`src/rtl/gcd_mmio_port.sv`:
```
module gcd_mmio_port #(
  parameter int DW     = 32,
  parameter int WIDE_W = 128,
  parameter int AW     = 8,
  parameter int IDXW   = 3
) (
  input  logic          clk,
  input  logic          rst_n,
  input  logic [AW-1:0] bus_addr,
  input  logic          bus_we,
  input  logic [DW-1:0] bus_wdata,
  output logic [DW-1:0] bus_rdata
);
  localparam int NW   = WIDE_W / DW;
  localparam int SELW = (NW > 1) ? $clog2(NW) : 1;
  localparam logic [AW-1:0] A_DATA = AW'(8'h00);
  localparam logic [AW-1:0] A_CMD  = AW'(8'h04);
  localparam logic [AW-1:0] A_IDX  = AW'(8'h08);
  localparam logic [AW-1:0] A_MASK = AW'(8'h0C);
  localparam logic [AW-1:0] A_SEL  = AW'(8'h10);
  localparam logic [AW-1:0] A_OUT  = AW'(8'h14);
  localparam logic [1:0] C_INIT  = 2'd1;
  localparam logic [1:0] C_START = 2'd2;

  typedef enum logic [1:0] {S_IDLE, S_LOAD, S_RUN, S_FIN} state_t;

  state_t            state_q;
  logic [1:0]        seq_q;
  logic [DW-1:0]     n_q, m_q, a_q, b_q, res_q, mask_q;
  logic              done_q;
  logic [IDXW-1:0]   idx_q;
  logic [SELW-1:0]   sel_q;
  logic [WIDE_W-1:0] wide_q;
  logic [DW-1:0]     wide_words [NW];
  logic [DW-1:0]     out_sel;

  wire wr_data  = bus_we && (bus_addr == A_DATA);
  wire wr_cmd   = bus_we && (bus_addr == A_CMD);
  wire wr_out   = bus_we && (bus_addr == A_OUT);
  wire cmd_init = wr_cmd && (bus_wdata[1:0] == C_INIT);
  wire busy     = (state_q != S_IDLE);
  wire go       = wr_cmd && (bus_wdata[1:0] == C_START) && !busy && (seq_q == 2'd2);

  always_ff @(posedge clk or negedge rst_n) begin
    if (!rst_n) begin
      seq_q <= '0;
      n_q   <= '0;
      m_q   <= '0;
    end else if (cmd_init) begin
      seq_q <= '0;
      n_q   <= '0;
      m_q   <= '0;
    end else if (wr_data) begin
      if (seq_q == 2'd0) begin
        n_q   <= bus_wdata;
        seq_q <= 2'd1;
      end else begin
        m_q   <= bus_wdata;
        seq_q <= 2'd2;
      end
    end
  end

  always_ff @(posedge clk or negedge rst_n) begin
    if (!rst_n) begin
      state_q <= S_IDLE;
      done_q  <= 1'b0;
      res_q   <= '0;
      a_q     <= '0;
      b_q     <= '0;
    end else if (cmd_init) begin
      state_q <= S_IDLE;
      done_q  <= 1'b0;
      res_q   <= '0;
    end else begin
      case (state_q)
        S_IDLE: if (go) begin
          state_q <= S_LOAD;
          done_q  <= 1'b0;
        end
        S_LOAD: begin
          a_q     <= n_q;
          b_q     <= m_q;
          state_q <= S_RUN;
        end
        S_RUN: begin
          if (a_q == '0) begin
            res_q   <= b_q;
            state_q <= S_FIN;
          end else if (b_q == '0 || a_q == b_q) begin
            res_q   <= a_q;
            state_q <= S_FIN;
          end else if (a_q > b_q) begin
            a_q <= a_q - b_q;
          end else begin
            b_q <= b_q - a_q;
          end
        end
        default: begin
          done_q  <= 1'b1;
          state_q <= S_IDLE;
        end
      endcase
    end
  end

  always_ff @(posedge clk or negedge rst_n) begin
    if (!rst_n) begin
      idx_q  <= '0;
      mask_q <= '1;
      sel_q  <= '0;
      wide_q <= '0;
    end else if (bus_we) begin
      if (bus_addr == A_IDX)  idx_q  <= bus_wdata[IDXW-1:0];
      if (bus_addr == A_MASK) mask_q <= bus_wdata;
      if (bus_addr == A_SEL)  sel_q  <= bus_wdata[SELW-1:0];
      if (wr_out)
        wide_q[sel_q*DW +: DW] <= (wide_q[sel_q*DW +: DW] & ~mask_q) | (bus_wdata & mask_q);
    end
  end

  for (genvar g = 0; g < NW; g++) begin : g_slice
    assign wide_words[g] = wide_q[g*DW +: DW];
  end

  always_comb begin
    out_sel = '0;
    case (int'(idx_q))
      0: out_sel = res_q;
      1: out_sel = n_q;
      2: out_sel = m_q;
      default: begin
        for (int i = 0; i < NW; i++)
          if (int'(idx_q) == i + 4) out_sel = wide_words[i];
      end
    endcase
  end

  always_comb begin
    case (bus_addr)
      A_DATA:  bus_rdata = DW'(seq_q);
      A_CMD:   bus_rdata = DW'({done_q, busy});
      A_IDX:   bus_rdata = DW'(idx_q);
      A_MASK:  bus_rdata = mask_q;
      A_SEL:   bus_rdata = DW'(sel_q);
      A_OUT:   bus_rdata = out_sel;
      default: bus_rdata = '0;
    endcase
  end

  AST_SEQ_LEGAL: assert property (@(posedge clk) disable iff (!rst_n)
    seq_q != 2'd3);
  AST_START_GATED: assert property (@(posedge clk) disable iff (!rst_n)
    $rose(busy) |-> $past(seq_q) == 2'd2);
  AST_DONE_ON_IDLE: assert property (@(posedge clk) disable iff (!rst_n)
    $rose(done_q) |-> !busy && $past(busy));
  AST_INIT_CLEARS: assert property (@(posedge clk) disable iff (!rst_n)
    cmd_init |=> !busy && !done_q && seq_q == 2'd0 && res_q == '0);
  AST_MASK_KEEPS: assert property (@(posedge clk) disable iff (!rst_n)
    wr_out |=> (wide_words[$past(sel_q)] & ~$past(mask_q)) ==
               ($past(wide_words[sel_q]) & ~$past(mask_q)));
  AST_NO_BUSY_DONE: assert property (@(posedge clk) disable iff (!rst_n)
    !(busy && done_q));
endmodule

```
`config.mk`:
```
export PLATFORM = sky130hd
export DESIGN_NAME = gcd_mmio_port
export DESIGN_NICKNAME = d
export VERILOG_FILES = /design/src/rtl/gcd_mmio_port.sv
export SDC_FILE = /design/constraint.sdc
export NUM_CORES = 1
export LEC_CHECK = 0
export CELL_PAD_IN_SITES_DETAIL_PLACEMENT = 0
export CELL_PAD_IN_SITES_GLOBAL_PLACEMENT = 2
export CORE_ASPECT_RATIO = 1.1
export CORE_MARGIN = 4
export CORE_UTILIZATION = 35
export CTS_BUF_LIST = sky130_fd_sc_hd__clkbuf_16
export CTS_CLUSTER_DIAMETER = 150
export DETAILED_ROUTE_END_ITERATION = 7
export MAX_ROUTING_LAYER = met4
export PLACE_DENSITY = 0.77
export SETUP_SLACK_MARGIN = 0.5
export SLEW_MARGIN = 30
export SYNTH_ARGS = -nofsm -noshare
export SYNTH_HDL_FRONTEND = slang
export SYNTH_SLANG_ARGS = --single-unit
```
`constraint.sdc`:
```
create_clock -name clk -period 4.25 [get_ports clk]
set_input_delay 1.275 -clock clk [delete_from_list [all_inputs] [get_ports clk]]
set_output_delay 1.275 -clock clk [all_outputs]
set_load 0.01 [all_outputs]
```
==> reports/results.tsv <==
stage	metric	value	unit
yosys	Post-synth top flop	dfrtp_1	
power_and_ir_drop	P_leak	9.59	nW
setup_path	kind of cell adding the most delay to the critical path	simple AND/OR/NAND/NOR gates	
cells_and_area	Multi-input gate area	11100	µm²
setup_path	CP Max Fanout	14	
sta	Final setup viols	0	
yosys	asr flop ratio synth	100	%
sta	Slew @ Worst Pin	882	ps
sta	minimum clock period	4110	ps
die	Cell Rows	92	
yosys	compound-gate portion of the synthesized area	21.6	%
drt	Iter 0 DRT Violations	1440	
power_and_ir_drop	Power Density	609	nW/µm²
die	chip width	238	µm
power_and_ir_drop	Sequential Power Share	28.3	%
sta	Final Skew	12.9	ps
power_and_ir_drop	Switching Share	45.2	%
global_route	M3 GR Usage	2.05	%
yosys	post-synthesis mux area share	12.2	%
yosys	syn avg cell area	8.95	µm²
setup_path	setup slack, reg-to-reg	680	ps
drt	first drt pass iteration count	5	
placed_design	HPWL Detailed	49800	µm
clocking	CTS clk-pin slew, worst paths	60	ps
sta	Tcrit/Tclk final	96.8	%
power_and_ir_drop	total power draw	14.3	mW
setup_path	CP max stage delay	280	ps
drt	routed vias/inst	5.70	
placed_design	GPL Wtd Cong	0.904	
sta	Max Slew Vio Count	0	
yosys	Seq cells post-synth	330	
setup_path	worst path required time	2970	ps
setup_path	crit end category	output pin	
setup_path	Worst Setup Path Type	input port to output pin	
cells_and_area	Antenna Cells	0	
setup_path	Worst path most repeated cell	buf_4	
run_status	status	finished clean	
die	Initial Util	35.5	%
clocking	Num CTS Buffers	36	
yosys	synthesized net count	2397	
setup_path	startpoint types	input port	
drt	post-detailed-route wirelength per cell	23.1	µm
drt	ANT nets after route	0	
clocking	Max clock buf depth	3	
min_path	hold crit path type	flip-flop to flip-flop	
yosys	sequential share of the synthesized area	40.6	%
sta	setup repair after global routing missed its margin	true	
yosys	yosys warns	0	
power_and_ir_drop	P_int	7.82	mW
yosys	largest family of logic cells by synthesized area	compound AO/OA/AOI/OAI gates	
die	top-level port count	75	
yosys	Synth Area in Simple Gates	13.7	%
global_route	M1 GR Usage	32.4	%
sta	Slew headroom	41.2	%
setup_path	CP bufs+invs	5	
clocking	Clk Latency, worst-skew pair	520	ps
global_route	GRT busiest layer	met2	
global_route	initial antenna violation count	0	
clocking	root buffer cell	clkbuf_16	
power_and_ir_drop	clock share of power	20.2	%
yosys	xor/xnor share of the synthesized area	1.97	%
drt	final wirelength	71700	µm
power_and_ir_drop	combinational share of power	51.5	%
setup_path	CP arrival	2840	ps
yosys	Yosys top cell by area	dfrtp_1	
setup_path	crit-path cells	buf_6 -> nor4_4 -> nor2b_4 -> buf_4 -> buf_4 -> and3_4 -> buf_12 -> a22o_1 -> clkdlybuf4s15_2	
yosys	EDFF count, synth	0	
yosys	top cell type's share of synthesized area	36.5	%
cells_and_area	layout cell share with drive strength beyond 1	14.6	%
global_route	total global routing overflow	0	
sta	Hold Fails Final Rpt	0	
yosys	Synth Instances	2282	
global_route	GRT Util Overall	23.5	%
placed_design	Port Buffer Count	74	
setup_path	slowest stage cell, crit path	nor4_4	
job	Max Cap Violations	0	
die	Total Die Area	62300	µm²
sta	WHS	504	ps
drt	via count	17676	
clocking	CTS H-tree lvls	2	
global_route	largest net degree at the start of global routing	102	
global_route	vias in the first global route	18051	
die	core area	57600	µm²
yosys	mapped cell area	20400	µm²
global_route	grt met2 use	37.6	%
sta	fmax	0.243	GHz
yosys	post-synth cell types	73	
yosys	Synth Area in Adders	4.49	%
placed_design	placed standard-cell area	22400	µm²
cells_and_area	final net count	2438	
drt	Residual DRC	0	
yosys	Synth area leaders	dfrtp_1 (37%), a21oi_1 (6.3%), nand2_1 (6.2%)	
clocking	Sink Count	330	
power_and_ir_drop	net switching power	6.45	mW
global_route	global-route wire length before repair	112000	µm
cells_and_area	Register Area	8310	µm²
cells_and_area	Layout fillers	5835	
cells_and_area	area grow syn2layout	14.8	%
die	die height	261	µm
cells_and_area	post-route cell area	23400	µm²
power_and_ir_drop	VDD IR-drop max	0.340	mV
clocking	CTS tree	done	
placed cells by master (no fill, tap or decap), types with 19 or more instances in the layout:
cell,count
nand2_1,336
dfrtp_1,294
a21oi_1,258
nor2_1,153
inv_1,120
o21ai_1,108
mux2i_1,98
o21ai_0,97
mux2_2,71
buf_4,71
ha_1,69
clkbuf_16,37
clkdlybuf4s50_1,36
a22o_1,34
a211oi_1,34
a221oi_1,32
mux4_2,32
a21o_1,32
dfstp_2,32
o22a_1,31
xnor2_1,27
buf_2,25
nand4_1,24
buf_12,21
nor4_1,20
xor2_1,19
through the flow:
stage | setup TNS (ps) | worst slack [ps] | instances | util, %
5_1_grt | 0 | 76.3 | 3101 | 40.7
2_1_floorplan | 0 | 321 | 2282 | -
3_3_place_gp | -16270 | -541 | 3028 | 38.9
3_5_place_dp | -17610 | -592 | 3028 | 38.9
4_1_cts | 0 | 135 | 3100 | 40.7
6_report | 0 | 136 | 3101 | 40.7
power groups by stage:
stage | sequential (mW) | clock [mW] | combinational [mW]
3_5_place_dp | 4.09 | 0 | 7.21
4_1_cts | 4.03 | 2.95 | 7.27
2_1_floorplan | 3.85 | 0 | 5.01
6_report | 4.04 | 2.88 | 7.35
5_1_grt | 4.09 | 3.07 | 8.04
3_3_place_gp | 4.08 | 0 | 7.24
cell usage after synthesis (6+ instances only):
cell type and number:
o21ai_1 105, clkbuf_1 115, buf_1 15, mux2_2 71, dfrtp_1 298, mux2i_1 98, nor2b_1 11, nand2_1 338
or3_1 7, inv_1 108, a22o_1 34, nand2b_1 11, nand3_1 16, a221oi_1 32, nor4_1 21, xor2_1 19
a31oi_1 9, a211o_1 6, a21oi_1 258, xnor2_1 27, and2_1 7, mux4_2 32, nor3_1 19, dfstp_2 32
o21a_1 17, a21o_1 32, buf_2 28, o211ai_1 8, nor2_1 156, a211oi_1 34, nand4_1 24, o22a_1 31
ha_1 70, o21ai_0 102, o221ai_1 8
timing repair:
action                                  CTS  global route
cloned                                    1             0
pin swaps                                16             5
endpoints found under the setup margin   32            35
hold buffers                              0             0
resized for setup                       140             7
hold endpoints to repair                  0             0
buffers inserted                          7             1
final timing paths:
check	start	end	cells past startpoint
worst max-delay path	bus_addr[5]	bus_rdata[18]	9
max in group asynchronous	rst_n	mask_q[4]	2
min in group asynchronous	rst_n	wide_q[54]	1
worst min register to register	wide_q[111]	wide_q[111]	2
worst max register to register	a_q[16]	b_q[23]	10
worst min-delay path	wide_q[111]	wide_q[111]	2
metal layers:
layer	share of wire [%]	wire length, µm
met5	0	0
met4	2.5	1810
met3	4.3	3100
met1	46	33000
met2	47	33800
kinds of logic after synthesis:
kind of cell	Yosys count
compound gates	720
simple gates	641
flops	330
buf+inv	272
mux	201
fa+ha+maj	72
xor+xnor	46
state kept, by name, indices dropped and copies added (netlist names):
signal / cells
b_q: 32
n_q: 32
a_q: 32
done_q: 1
state_q: 2
res_q: 32
idx_q: 3
seq_q: 2
m_q: 32
sel_q: 2
mask_q: 32
wide_q: 128
cell type report:
type / count / area share [%]
clock buffers: 37 / 3.95
clock inverters: 27 / 0.480
inverters: 108 / 1.73
multi-input cells: 1680 / 47.5
flip-flops and latches: 330 / 35.4
well taps: 752 / 4.01
repair buffers: 167 / 6.88
tightest hold or removal path: cells and delay by family, from the launching register on:
family          cells  cell delay [ps]
flops               1              360
compound gates      1               60
simple gates        1               50
(Power assumes the default switching activity.)
